**config.mk**
```make
export PLATFORM = sky130hd
export DESIGN_NAME = uart_rx_dither
export DESIGN_NICKNAME = d
export VERILOG_FILES = /design/src/rtl/uart_rx_pkg.sv /design/src/rtl/rx_sync.sv /design/src/rtl/rx_bit_timer.sv /design/src/rtl/uart_rx_dither.sv
export SDC_FILE = /design/constraint.sdc
export NUM_CORES = 1
export LEC_CHECK = 0
export BUFFER_PORTS_ARGS = -buffer_cell sky130_fd_sc_hd__clkbuf_2
export CAP_MARGIN = 25
export CELL_PAD_IN_SITES_DETAIL_PLACEMENT = 1
export CELL_PAD_IN_SITES_GLOBAL_PLACEMENT = 2
export CORE_ASPECT_RATIO = 0.7
export CORE_MARGIN = 3
export CORE_UTILIZATION = 40
export DETAILED_ROUTE_END_ITERATION = 8
export PLACE_DENSITY = 0.92
export SLEW_MARGIN = 20
export SYNTH_ARGS = -nofsm -noshare
export SYNTH_HDL_FRONTEND = slang
export SYNTH_SLANG_ARGS = --single-unit
```
**constraint.sdc**
```tcl
create_clock -name clk -period 4.9 [get_ports clk]
set_input_delay 0.735 -clock clk [delete_from_list [all_inputs] [get_ports clk]]
set_output_delay 0.735 -clock clk [all_outputs]
set_load 0.01 [all_outputs]
```
**src/rtl/uart_rx_pkg.sv**
```systemverilog
package uart_rx_pkg;

  typedef enum logic {
    RX_IDLE = 1'b0,
    RX_RUN  = 1'b1
  } rx_state_e;

  function automatic logic vote3(input logic a, input logic b, input logic c);
    return (a & b) | (a & c) | (b & c);
  endfunction

endpackage

```
**src/rtl/rx_sync.sv**
```systemverilog
module rx_sync #(
  parameter int   STAGES    = 2,
  parameter logic RESET_VAL = 1'b1
) (
  input  logic clk,
  input  logic rst_n,
  input  logic din,
  output logic line_o,
  output logic line_d_o,
  output logic fall_o
);

  logic [STAGES-1:0] chain_q;
  logic              line_d_q;

  always_ff @(posedge clk or negedge rst_n) begin
    if (!rst_n) begin
      chain_q  <= {STAGES{RESET_VAL}};
      line_d_q <= RESET_VAL;
    end else begin
      chain_q  <= {chain_q[STAGES-2:0], din};
      line_d_q <= chain_q[STAGES-1];
    end
  end

  assign line_o   = chain_q[STAGES-1];
  assign line_d_o = line_d_q;
  assign fall_o   = line_d_q & ~chain_q[STAGES-1];

endmodule

```
**src/rtl/rx_bit_timer.sv**
```systemverilog
module rx_bit_timer #(
  parameter int CPB_W      = 8,
  parameter int FRAME_BITS = 10,
  localparam int POS_W     = $clog2(FRAME_BITS),
  localparam int CNT_W     = CPB_W + 1
) (
  input  logic                  clk,
  input  logic                  rst_n,
  input  logic                  active_i,
  input  logic                  clr_i,
  input  logic [CPB_W-1:0]      cpb_i,
  input  logic [FRAME_BITS-1:0] mask_i,
  output logic [POS_W-1:0]      pos_o,
  output logic [CNT_W-1:0]      cnt_o,
  output logic [CNT_W-1:0]      len_o,
  output logic                  samp_o,
  output logic                  decide_o
);

  logic [CNT_W-1:0] n_eff, centre, len;
  logic [CNT_W-1:0] cnt_q, cnt_n;
  logic [POS_W-1:0] pos_q, pos_n;
  logic             stretch, last, upd;

  assign n_eff   = (cpb_i < CPB_W'(3)) ? CNT_W'(3) : {1'b0, cpb_i};
  assign centre  = n_eff >> 1;
  assign stretch = mask_i[pos_q];
  assign len     = n_eff + {{(CNT_W-1){1'b0}}, stretch};
  assign last    = (cnt_q == len - CNT_W'(1));

  always_comb begin
    cnt_n = cnt_q;
    pos_n = pos_q;
    if (clr_i || !active_i) begin
      cnt_n = '0;
      pos_n = '0;
    end else if (last) begin
      cnt_n = '0;
      pos_n = pos_q + POS_W'(1);
    end else begin
      cnt_n = cnt_q + CNT_W'(1);
    end
  end

  assign upd = clr_i | active_i | (cnt_q != '0) | (pos_q != '0);

  always_ff @(posedge clk or negedge rst_n) begin
    if (!rst_n) begin
      cnt_q <= '0;
      pos_q <= '0;
    end else if (upd) begin
      cnt_q <= cnt_n;
      pos_q <= pos_n;
    end
  end

  assign samp_o   = active_i & ((cnt_q == centre - CNT_W'(1)) | (cnt_q == centre));
  assign decide_o = active_i & (cnt_q == centre + CNT_W'(1));
  assign pos_o    = pos_q;
  assign cnt_o    = cnt_q;
  assign len_o    = len;

endmodule

```
**src/rtl/uart_rx_dither.sv**
```systemverilog
module uart_rx_dither #(
  parameter int  CPB_W       = 8,
  parameter int  DATA_BITS   = 8,
  parameter int  SYNC_STAGES = 2,
  localparam int FRAME_BITS  = DATA_BITS + 2,
  localparam int POS_W       = $clog2(FRAME_BITS),
  localparam int CNT_W       = CPB_W + 1
) (
  input  logic                  clk,
  input  logic                  rst_n,
  input  logic                  rx_i,
  input  logic [CPB_W-1:0]      cpb_i,
  input  logic [FRAME_BITS-1:0] mask_i,
  output logic [DATA_BITS-1:0]  data_o,
  output logic                  valid_o,
  output logic                  ferr_o
);
  import uart_rx_pkg::*;

  rx_state_e            state_q, state_n;
  logic                 line, line_d, fall;
  logic                 active, clr, samp, decide, bit_val;
  logic                 sh_ld, out_ld, busy;
  logic [1:0]           smp_q;
  logic [DATA_BITS-1:0] shift_q;
  logic [POS_W-1:0]     pos;
  logic [CNT_W-1:0]     cnt, len;

  rx_sync #(.STAGES(SYNC_STAGES), .RESET_VAL(1'b1)) i_sync (
    .clk      (clk),
    .rst_n    (rst_n),
    .din      (rx_i),
    .line_o   (line),
    .line_d_o (line_d),
    .fall_o   (fall)
  );

  assign busy   = (state_q == RX_RUN);
  assign active = busy | fall;

  rx_bit_timer #(.CPB_W(CPB_W), .FRAME_BITS(FRAME_BITS)) i_timer (
    .clk      (clk),
    .rst_n    (rst_n),
    .active_i (active),
    .clr_i    (clr),
    .cpb_i    (cpb_i),
    .mask_i   (mask_i),
    .pos_o    (pos),
    .cnt_o    (cnt),
    .len_o    (len),
    .samp_o   (samp),
    .decide_o (decide)
  );

  assign bit_val = vote3(smp_q[1], smp_q[0], line);

  always_comb begin
    state_n = state_q;
    clr     = 1'b0;
    sh_ld   = 1'b0;
    out_ld  = 1'b0;
    case (state_q)
      RX_IDLE: if (fall) state_n = RX_RUN;
      RX_RUN: begin
        if (decide) begin
          if (pos == '0) begin
            if (bit_val) begin
              state_n = RX_IDLE;
              clr     = 1'b1;
            end
          end else if (pos == POS_W'(FRAME_BITS - 1)) begin
            state_n = RX_IDLE;
            clr     = 1'b1;
            out_ld  = 1'b1;
          end else begin
            sh_ld = 1'b1;
          end
        end
      end
      default: state_n = RX_IDLE;
    endcase
  end

  always_ff @(posedge clk or negedge rst_n) begin
    if (!rst_n) begin
      state_q <= RX_IDLE;
      valid_o <= 1'b0;
    end else begin
      state_q <= state_n;
      valid_o <= out_ld;
    end
  end

  always_ff @(posedge clk or negedge rst_n) begin
    if (!rst_n) begin
      smp_q <= '0;
    end else if (samp) begin
      smp_q <= {smp_q[0], line};
    end
  end

  always_ff @(posedge clk or negedge rst_n) begin
    if (!rst_n) begin
      shift_q <= '0;
    end else if (sh_ld) begin
      shift_q <= {bit_val, shift_q[DATA_BITS-1:1]};
    end
  end

  always_ff @(posedge clk or negedge rst_n) begin
    if (!rst_n) begin
      data_o <= '0;
      ferr_o <= 1'b0;
    end else if (out_ld) begin
      data_o <= shift_q;
      ferr_o <= ~bit_val;
    end
  end

endmodule

```
==> results.md, run 1 <==
* Setup Buffers After CTS at 0
* Ys Warns at 0
* Core area at 0.005842 mm^2
* FF-to-FF Start: i_timer.pos_o[0]
* Non-Filler Instances at 341
* Synthesized area at 0.002471 mm^2
* WS Path Type: in2reg
* CP max-delay cell: or4b_4
* Hold Crit Start: i_sync.chain_q[0]
* Commonest non-fill, non-tap cell in the layout: dfrtp_1
* WL per Instance at 17.41 um
* Fin. Hold Viols at 0
* Reg clk slew, reported paths at 80 ps
* R2r endpoint: i_timer.cnt_o[7]
* Peak VDD IR at 0.2097 mV
* Clock group share of total power at 18.7%
* Synth unique cells at 51
* Setup crit end kind: register
* Layout net count at 295
* Hold slack final at 358.0 ps
* Slowest stage delay, CP at 550 ps
* Power Density at 432.8 mW/mm^2
* Switching part of the total at 41.18%
* CP Cell Sequence: clkbuf_2, nor4_4, a21oi_1, ha_1, xor2_1, a2111oi_2, nand3_1, or4b_4, nor3_4, mux2_2
* N_diodes at 0
* H-tree Lvls at 2
* Largest net degree at the start of global routing at 38
* ANT nets after route at 0
* Startpoint Class: input port
* Starting density of the core at 42.30%
* DRC viols at 0
* Syn nets at 275
* Mapped Cells at 245
* Core Util, Final at 46.24%
* Hold Buf Count CTS at 0
* Int Pwr at 687.7 uW
* Most frequent cells in the layout: 34 x dfrtp_1, 30 x clkbuf_2, 21 x nor2_1
* Hold Path End: i_sync.chain_q[1]
* Sequential share of power at 41.9%
* Post-route cell area at 0.002701 mm^2
* Initial antenna violation count at 0
* Clock buffer count from CTS at 5
* Psw at 481.5 uW
* CTS Sinks at 37
* Peak Freq at 0.2652 GHz
* Worst Tran Pin Value at 925.1 ps
* Critical path required time at 5070 ps
* Reg2Reg Depth at 12
* Post-synth EDFFs at 0
* Final worst path period share at 76.94%
* Grt ovf at 0
* IO Count at 31
* Crit-path max FO at 14
* Mean Syn Cell Area at 10.09 um^2
* Async S/R FF share, synth at 100.0%
* # setup viols final at 0
* Global-route usage over all layers at 18.05%
* Vias per cell at 5.540
* Maximum root-to-sink buffer count at 2
* Hold path depth at 0
* Placed Area at 0.002611 mm^2
* Reg-to-reg slack, setup at 1170 ps
* Status: complete, no violations
* RD Place Congestion at 0.8072
* Setup TNS at 0 ps
* Die area at 0.007172 mm^2
* FP Rows at 23
* First-pass DRT Iterations at 4
* First DRT Iteration DRCs at 80
* Post-DP HPWL at 4.490 mm
* Critical Path Start: cpb_i[4]
* Area Overhead vs Synth at 9.316%
* CTS tree: done
* I/O Buffers at 30
* Final wirelength at 5.938 mm
* Max Cap Viol at 0
* Rel. slew slack at 38.32%
* Seq/Total Area, Yosys at 37.62%
* Top FF cell, synth: dfrtp_1
* Resize count post-CTS at 0
* Crit path arrival time at 3940 ps
* Via count at 1,889
* Die Y at 71.76 um
* Die W at 99.95 um
* Worst hold path class: reg2reg
* Share of layout cells above drive strength 1 at 25.19%
* First-pass GRT wire length at 10.02 mm
* RSZ-0062 raised after global routing: no
* Worst-Skew Late Latency at 290 ps
* Placed instance count at 333
* Buf/Inv on CP at 1
* Leak Pwr at 1.214 nW
* Slew Limit Fails at 0
* Top delay family on crit path: simple AND/OR/NAND/NOR gates
* Vias in the first global route at 1,927
* Worst Skew at 6.353 ps
* Post-layout min period at 3770 ps
* #FFs+latches synth at 37
* Root Driver: clkbuf_8
* Comb power frac at 39.5%
-- cell families (layout without fill, tap and decap cells) --
| logic type | after synthesis | after routing | share of synthesized area (%) |
|---|---|---|---|
| flip-flops | 37 | 37 | 37.62 |
| multiplexers | 22 | 22 | 10.89 |
| XOR/XNOR | 34 | 34 | 12.05 |
| adder cells (fa/ha/maj) | 10 | 10 | 4.962 |
| buffers and inverters | 28 | 49 | 6.025 |
| AO/OA/AOI/OAI | 24 | 24 | 6.937 |
| AND/OR/NAND/NOR | 90 | 90 | 21.52 |
-- metal layers --
layer  GRT usage [%]  routed length [um]
met5               0                   0
met4           4.545                  57
met3           4.377                 282
met2           25.42                2649
met1           27.57                2949
-- cell type report --
type / instances / area (um^2)
fill: 665 / 3141
multi-input combinational: 180 / 1393
sequential: 37 / 929.6
timing repair buffer: 31 / 157.7
tap: 75 / 93.84
clock buffer: 5 / 68.82
inverter: 10 / 37.54
clock inverter: 3 / 21.27
-- stage by stage --
step | setup WS [ps] | power [mW]
2_1_floorplan | 1345 | 0.8399
3_3_place_gp | 900.6 | 0.9392
3_5_place_dp | 797.6 | 0.9549
4_1_cts | 1101 | 1.181
5_1_grt | 847.9 | 1.261
6_report | 1130 | 1.169
-- Yosys cell counts, drive strengths merged, types with 2 or more instances --
| cell | n | area, um^2 |
|---|---|---|
| a2111oi | 2 | 23.77 |
| a21oi | 9 | 45.04 |
| a31oi | 2 | 12.51 |
| and2 | 2 | 12.51 |
| and3 | 3 | 18.77 |
| buf | 10 | 80.07 |
| clkbuf | 8 | 31.28 |
| dfrtp | 34 | 850.8 |
| dfstp | 3 | 78.83 |
| ha | 9 | 112.6 |
| inv | 10 | 37.54 |
| mux2 | 19 | 214.0 |
| mux4 | 2 | 45.04 |
| nand2 | 13 | 48.80 |
| nand2b | 3 | 18.77 |
| nand3 | 11 | 55.05 |
| nand3b | 2 | 15.01 |
| nand4 | 6 | 37.54 |
| nor2 | 22 | 90.09 |
| nor3 | 8 | 51.30 |
| nor3b | 3 | 22.52 |
| nor4 | 3 | 33.78 |
| nor4b | 4 | 41.29 |
| o21ai | 5 | 32.53 |
| or3 | 5 | 36.28 |
| xnor2 | 20 | 175.2 |
| xor2 | 14 | 122.6 |
-- flip-flops by register name, indices dropped and copies added, names as in the netlist --
signal / cells
i_timer.cnt_o: 9
busy: 1
valid_o: 1
data_o: 8
i_sync.chain_q: 2
shift_q: 8
ferr_o: 1
smp_q: 2
i_sync.line_d_o: 1
i_timer.pos_o: 4
-- power by group through the flow --
| stage | registers, mW | clock network [mW] | logic, mW |
|---|---|---|---|
| floorplan | 0.408 | 0 | 0.431 |
| global placement | 0.493 | 0 | 0.447 |
| detailed placement | 0.497 | 0 | 0.458 |
| CTS | 0.491 | 0.226 | 0.464 |
| global route | 0.503 | 0.240 | 0.518 |
| finish | 0.490 | 0.218 | 0.461 |
-- worst max path at each step --
stage	cells after the start	end	slack, ps
6_report	10	data_o[0]	1130
5_1_grt	12	i_timer.cnt_o[7]	850
2_1_floorplan	11	data_o[1]	1340
3_5_place_dp	10	data_o[0]	800
4_1_cts	10	data_o[0]	1100
3_3_place_gp	10	data_o[0]	900
Power figures use the tool's default switching activity.
==> run 2, diff against run 1 <==
CORE_UTILIZATION = 33   (was 40)
PLACE_DENSITY = 0.82   (was 0.92)
clock period = 3.45 ns   (was 4.9 ns; I/O delays follow)
==> run 2 against run 1 <==
Against the previous run:
- cell count increased by 11%
- hold slack got worse by 270 ps
- critical path depth increased by 1
- global-route usage decreased by 2.5 points
- setup slack worse by 820 ps
- sequential power increased by 35%
- non-clock buffer count grew 17
- critical path type unchanged
- largest cell class unchanged
- largest power group is now combinational cells
==> results.md, run 2 (same netlist as run 1, synthesis figures left out) <==
* Share of layout cells above drive strength 1 at 30.39%
* Setup TNS at 0 ps
* Slowest stage delay, CP at 550 ps
* CP Cell Sequence: clkbuf_2, nor4_4, a21oi_1, ha_1, xor2_1, a2111oi_2, nand3_1, or4b_4, nor3_4, buf_12, mux2_1
* Vias per cell at 5.159
* FP Rows at 25
* Status: complete, no violations
* Initial antenna violation count at 0
* Final wirelength at 6.368 mm
* Setup Buffers After CTS at 0
* Rel. slew slack at 60.81%
* CP max-delay cell: or4b_4
* Starting density of the core at 35.27%
* Die W at 109.4 um
* First DRT Iteration DRCs at 97
* Commonest non-fill, non-tap cell in the layout: dfrtp_1
* Sequential share of power at 38.1%
* Vias in the first global route at 2,011
* Root Driver: clkbuf_8
* Clock group share of total power at 17.8%
* Fin. Hold Viols at 0
* Max Cap Viol at 0
* Grt ovf at 0
* Non-Filler Instances at 377
* First-pass DRT Iterations at 4
* RSZ-0062 raised after global routing: no
* CTS Sinks at 37
* N_diodes at 0
* Peak Freq at 0.3185 GHz
* Die Y at 78.40 um
* First-pass GRT wire length at 10.29 mm
* Max Used Layer: met4
* Buf/Inv on CP at 2
* Leak Pwr at 1.307 nW
* Switching part of the total at 41.57%
* ANT nets after route at 0
* Total power at 1.732 mW
* Startpoint Class: input port
* # setup viols final at 0
* Int Pwr at 1.012 mW
* WL per Instance at 16.89 um
* Crit path arrival time at 3310 ps
* Power Density at 601.2 mW/mm^2
* Top delay family on crit path: simple AND/OR/NAND/NOR gates
* Worst Skew at 5.634 ps
* IO Count at 31
* H-tree Lvls at 2
* Clock buffer count from CTS at 5
* Critical path required time at 3620 ps
* Die area at 0.008579 mm^2
* Maximum root-to-sink buffer count at 2
* Slew Limit Fails at 0
* Post-Route M1 WL at 3.283 mm
* Met3 WL at 396 um
* I/O Buffers at 30
* Core area at 0.007007 mm^2
* WS Path Type: in2reg
* Final worst path period share at 91.02%
* Most frequent cells in the layout: 33 x dfrtp_1, 30 x clkbuf_2, 21 x nor2_1
* Crit-path max FO at 11
* Post-DP HPWL at 4.930 mm
* CTS tree: done
* Global-route usage over all layers at 15.51%
* Reg clk slew, reported paths at 80 ps
* DRC viols at 0
* Worst-Skew Late Latency at 290 ps
* Post-layout min period at 3140 ps
* Comb power frac at 44.0%
* RD Place Congestion at 0.8589
* Area Overhead vs Synth at 16.56%
* Largest net degree at the start of global routing at 38
* Peak VDD IR at 0.1986 mV
* Via count at 1,945
* Setup crit end kind: register
* WL met2 at 2.643 mm
* Placed instance count at 368
* Layout net count at 312
* Max FFs per register at 9
* Psw at 719.8 uW
* Worst Tran Pin Value at 582.4 ps
* Worst hold path class: in2async
run 2: cell count changes in the layout (fill, tap and decap cells not counted):
cell,before,now
buf_4,1,16
clkinv_2,1,2
inv_6,1,0
buf_12,0,2
nor3b_2,0,1
dfrtp_2,0,1
nor3b_1,3,2
dfrtp_1,34,33
run 2: final timing paths:
check                                         end         startpoint  slack, ps  depth (start not counted)
worst max-delay path                    data_o[6]           cpb_i[7]        310                         11
worst min-delay path                    data_o[1]              rst_n         90                          1
worst max register to register   i_timer.cnt_o[4]   i_timer.pos_o[0]        330                         14
worst min register to register  i_sync.chain_q[1]  i_sync.chain_q[0]        360                          0
max in group asynchronous       i_sync.chain_q[0]              rst_n       2840                          2
min in group clk                i_sync.chain_q[0]               rx_i        310                          1
run 2: layer usage:
metal | track usage [%] | vias up
met3 | 3.698 | 4
met2 | 21.92 | 39
met1 | 23.92 | 968
met4 | 2.989 | 0
met5 | 0 | -
li1 | - | 934
run 2: what timing repair did:
item                       CTS  global route
hold buffers                 0             0
resized for setup            0             2
setup endpoints to repair    0             9
run 2: layout make-up:
cell class,count,area (um^2)
fillers,815,4126
multi-input cells,180,1398
flip-flops and latches,37,930.9
repair buffers,48,310.3
well taps,94,117.6
clock buffers,5,68.82
inverters,10,37.54
clock inverters,3,17.52
run 2: through the flow:
| step | worst slack (ps) | area [um^2] | hold WS, ps | utilization, % |
|---|---|---|---|---|
| finish | 310.0 | 2880 | 89.60 | 41.11 |
| global route | 35.95 | 2880 | 94.32 | 41.11 |
| CTS | 149.8 | 2854 | 294.2 | 40.73 |
| detailed placement | -11.89 | 2768 | 347.5 | 39.50 |
| global placement | 1.658 | 2768 | 347.4 | 39.50 |
| floorplan | 112.2 | 2471 | 221.9 | - |
run 2: power by group through the flow:
stage / Combinational, mW / Clock (mW) / Sequential, mW
after CTS: 0.757 / 0.318 / 0.660
after global routing: 0.836 / 0.341 / 0.681
after detailed placement: 0.745 / 0 / 0.667
final: 0.762 / 0.309 / 0.660
after floorplan: 0.613 / 0 / 0.580
after global placement: 0.733 / 0 / 0.660
==> run 3, diff against run 2 <==
CORE_UTILIZATION = 35   (was 33)
CTS_BUF_LIST = sky130_fd_sc_hd__clkbuf_8   (was unset)
PLACE_DENSITY = 0.86   (was 0.82)
==> run 3 against run 2 <==
Against the previous run:
- critical path type is now reg2reg
- flip-flop and latch count is the same
- highest routed layer unchanged
- via count shrank 0.77%
- cell area grew 0.52%
- clock power shrank 2%
- combinational power shrank 2%
==> results.md, run 3 (same netlist as run 1, synthesis figures left out) <==
* Status: complete, no violations
* Worst Skew at 5.498 ps
* I/O Buffers at 30
* Non-Filler Instances at 373
* FP Rows at 24
* Grt ovf at 0
* IO Count at 31
* Peak Freq at 0.3167 GHz
* Die area at 0.008121 mm^2
* Total power at 1.714 mW
* RSZ-0062 raised after global routing: no
* Resize count post-CTS at 0
* Area Overhead vs Synth at 17.16%
* # setup viols final at 0
* Worst Tran Pin Value at 684.4 ps
* RD Place Congestion at 0.8694
* Die Y at 76.30 um
* Starting density of the core at 37.92%
* First DRT Iteration DRCs at 83
* Vias per cell at 5.174
* WS Path Type: reg2reg
* Max Cap Viol at 0
* Hold Buf Count CTS at 0
* Core Util, Final at 44.43%
* Placed instance count at 365
* N_diodes at 0
* Global-route usage over all layers at 17.31%
* Vias in the first global route at 2,110
* Die W at 106.4 um
* Commonest non-fill, non-tap cell in the layout: dfrtp_1
* Crit path arrival time at 3360 ps
* Power Density at 592.1 mW/mm^2
* Reg clk slew, reported paths at 70 ps
* First-pass GRT wire length at 11.26 mm
* Max FFs per register at 9
* Most frequent cells in the layout: 33 x dfrtp_1, 30 x clkbuf_2, 21 x nor2_1
* CP Cell Sequence: mux4_2, nand2_1, a21oi_1, a31oi_1, ha_1, ha_1, nor3b_2, nor3_1, a31oi_1, nor4b_2, or3_4, and2_1, o21ai_2
* Share of layout cells above drive strength 1 at 30.50%
* Critical path required time at 3650 ps
* Post-DP HPWL at 5.080 mm
* Fin. Hold Viols at 0
* ANT nets after route at 0
* Maximum root-to-sink buffer count at 2
* Layout net count at 312
* Crit-path max FO at 7
* First-pass DRT Iterations at 4
* Clock buffer count from CTS at 5
* Final wirelength at 6.529 mm
* Startpoint Class: register
* Rel. slew slack at 53.95%
* Setup crit end kind: register
* Slowest stage delay, CP at 500 ps
* Post-layout min period at 3158 ps
* Peak VDD IR at 0.2591 mV
* CTS tree: done
* H-tree Lvls at 2
* Worst-Skew Late Latency at 290 ps
* DRC viols at 0
* WL per Instance at 17.50 um
* Largest net degree at the start of global routing at 38
* Core area at 0.006516 mm^2
* Final worst path period share at 91.54%
* Setup Buffers After CTS at 0
* Via count at 1,930
* Root Driver: clkbuf_8
* Initial antenna violation count at 0
* CTS Sinks at 37
* Leak Pwr at 1.315 nW
* CP max-delay cell: mux4_2
* Hold slack final at 193.7 ps
* Worst hold path class: in2async
* Slew Limit Fails at 0
[run 3: power breakdown]
| group | internal (mW) | switching, mW |
|---|---|---|
| combinational | 0.349 | 0.396 |
| clock | 0.156 | 0.146 |
| sequential | 0.521 | 0.147 |
[run 3: path summary, 6_finish.rpt]
check / startpoint / endpoint / slack (ps) / depth (start not counted)
max: i_timer.pos_o[0] / i_timer.pos_o[0] / 290 / 13
max reg2reg: i_timer.pos_o[0] / i_timer.pos_o[0] / 290 / 13
min in group clk: rx_i / i_sync.chain_q[0] / 310 / 1
max in group asynchronous: rst_n / i_sync.line_d_o / 2700 / 2
min: rst_n / data_o[0] / 190 / 1
min reg2reg: i_sync.chain_q[0] / i_sync.chain_q[1] / 360 / 0
[run 3: stage by stage]
stage	area (um^2)	TNS (ps)	setup WS, ps
6_report	2895	0	292.0
5_1_grt	2895	0	3.882
4_1_cts	2850	0	138.2
3_5_place_dp	2764	-5.127	-5.127
3_3_place_gp	2764	0	59.78
2_1_floorplan	2471	0	112.2
[run 3: cell type report]
type | count | area [um^2]
clock buffers | 6 | 82.58
clock inverters | 1 | 3.754
fillers | 757 | 3621
inverters | 10 | 37.54
multi-input cells | 180 | 1409
flip-flops and latches | 37 | 930.9
well taps | 91 | 113.9
repair buffers | 48 | 317.8
[run 3: critical path: cells and delay by family (launching register included)]
kind            cells  cell delay [ps]
compound gates      4              650
fa+ha+maj           2              440
flops               1              420
mux                 1              500
simple gates        6             1070
[run 3: metal layers]
| layer | global-route usage, % | vias to the layer above | part of all wire (%) |
|---|---|---|---|
| met5 | 0 | - | 0 |
| met4 | 3.065 | 0 | 0.70 |
| li1 | - | 925 | - |
| met1 | 26.27 | 973 | 51 |
| met2 | 25.41 | 26 | 44 |
| met3 | 3.810 | 6 | 3.7 |
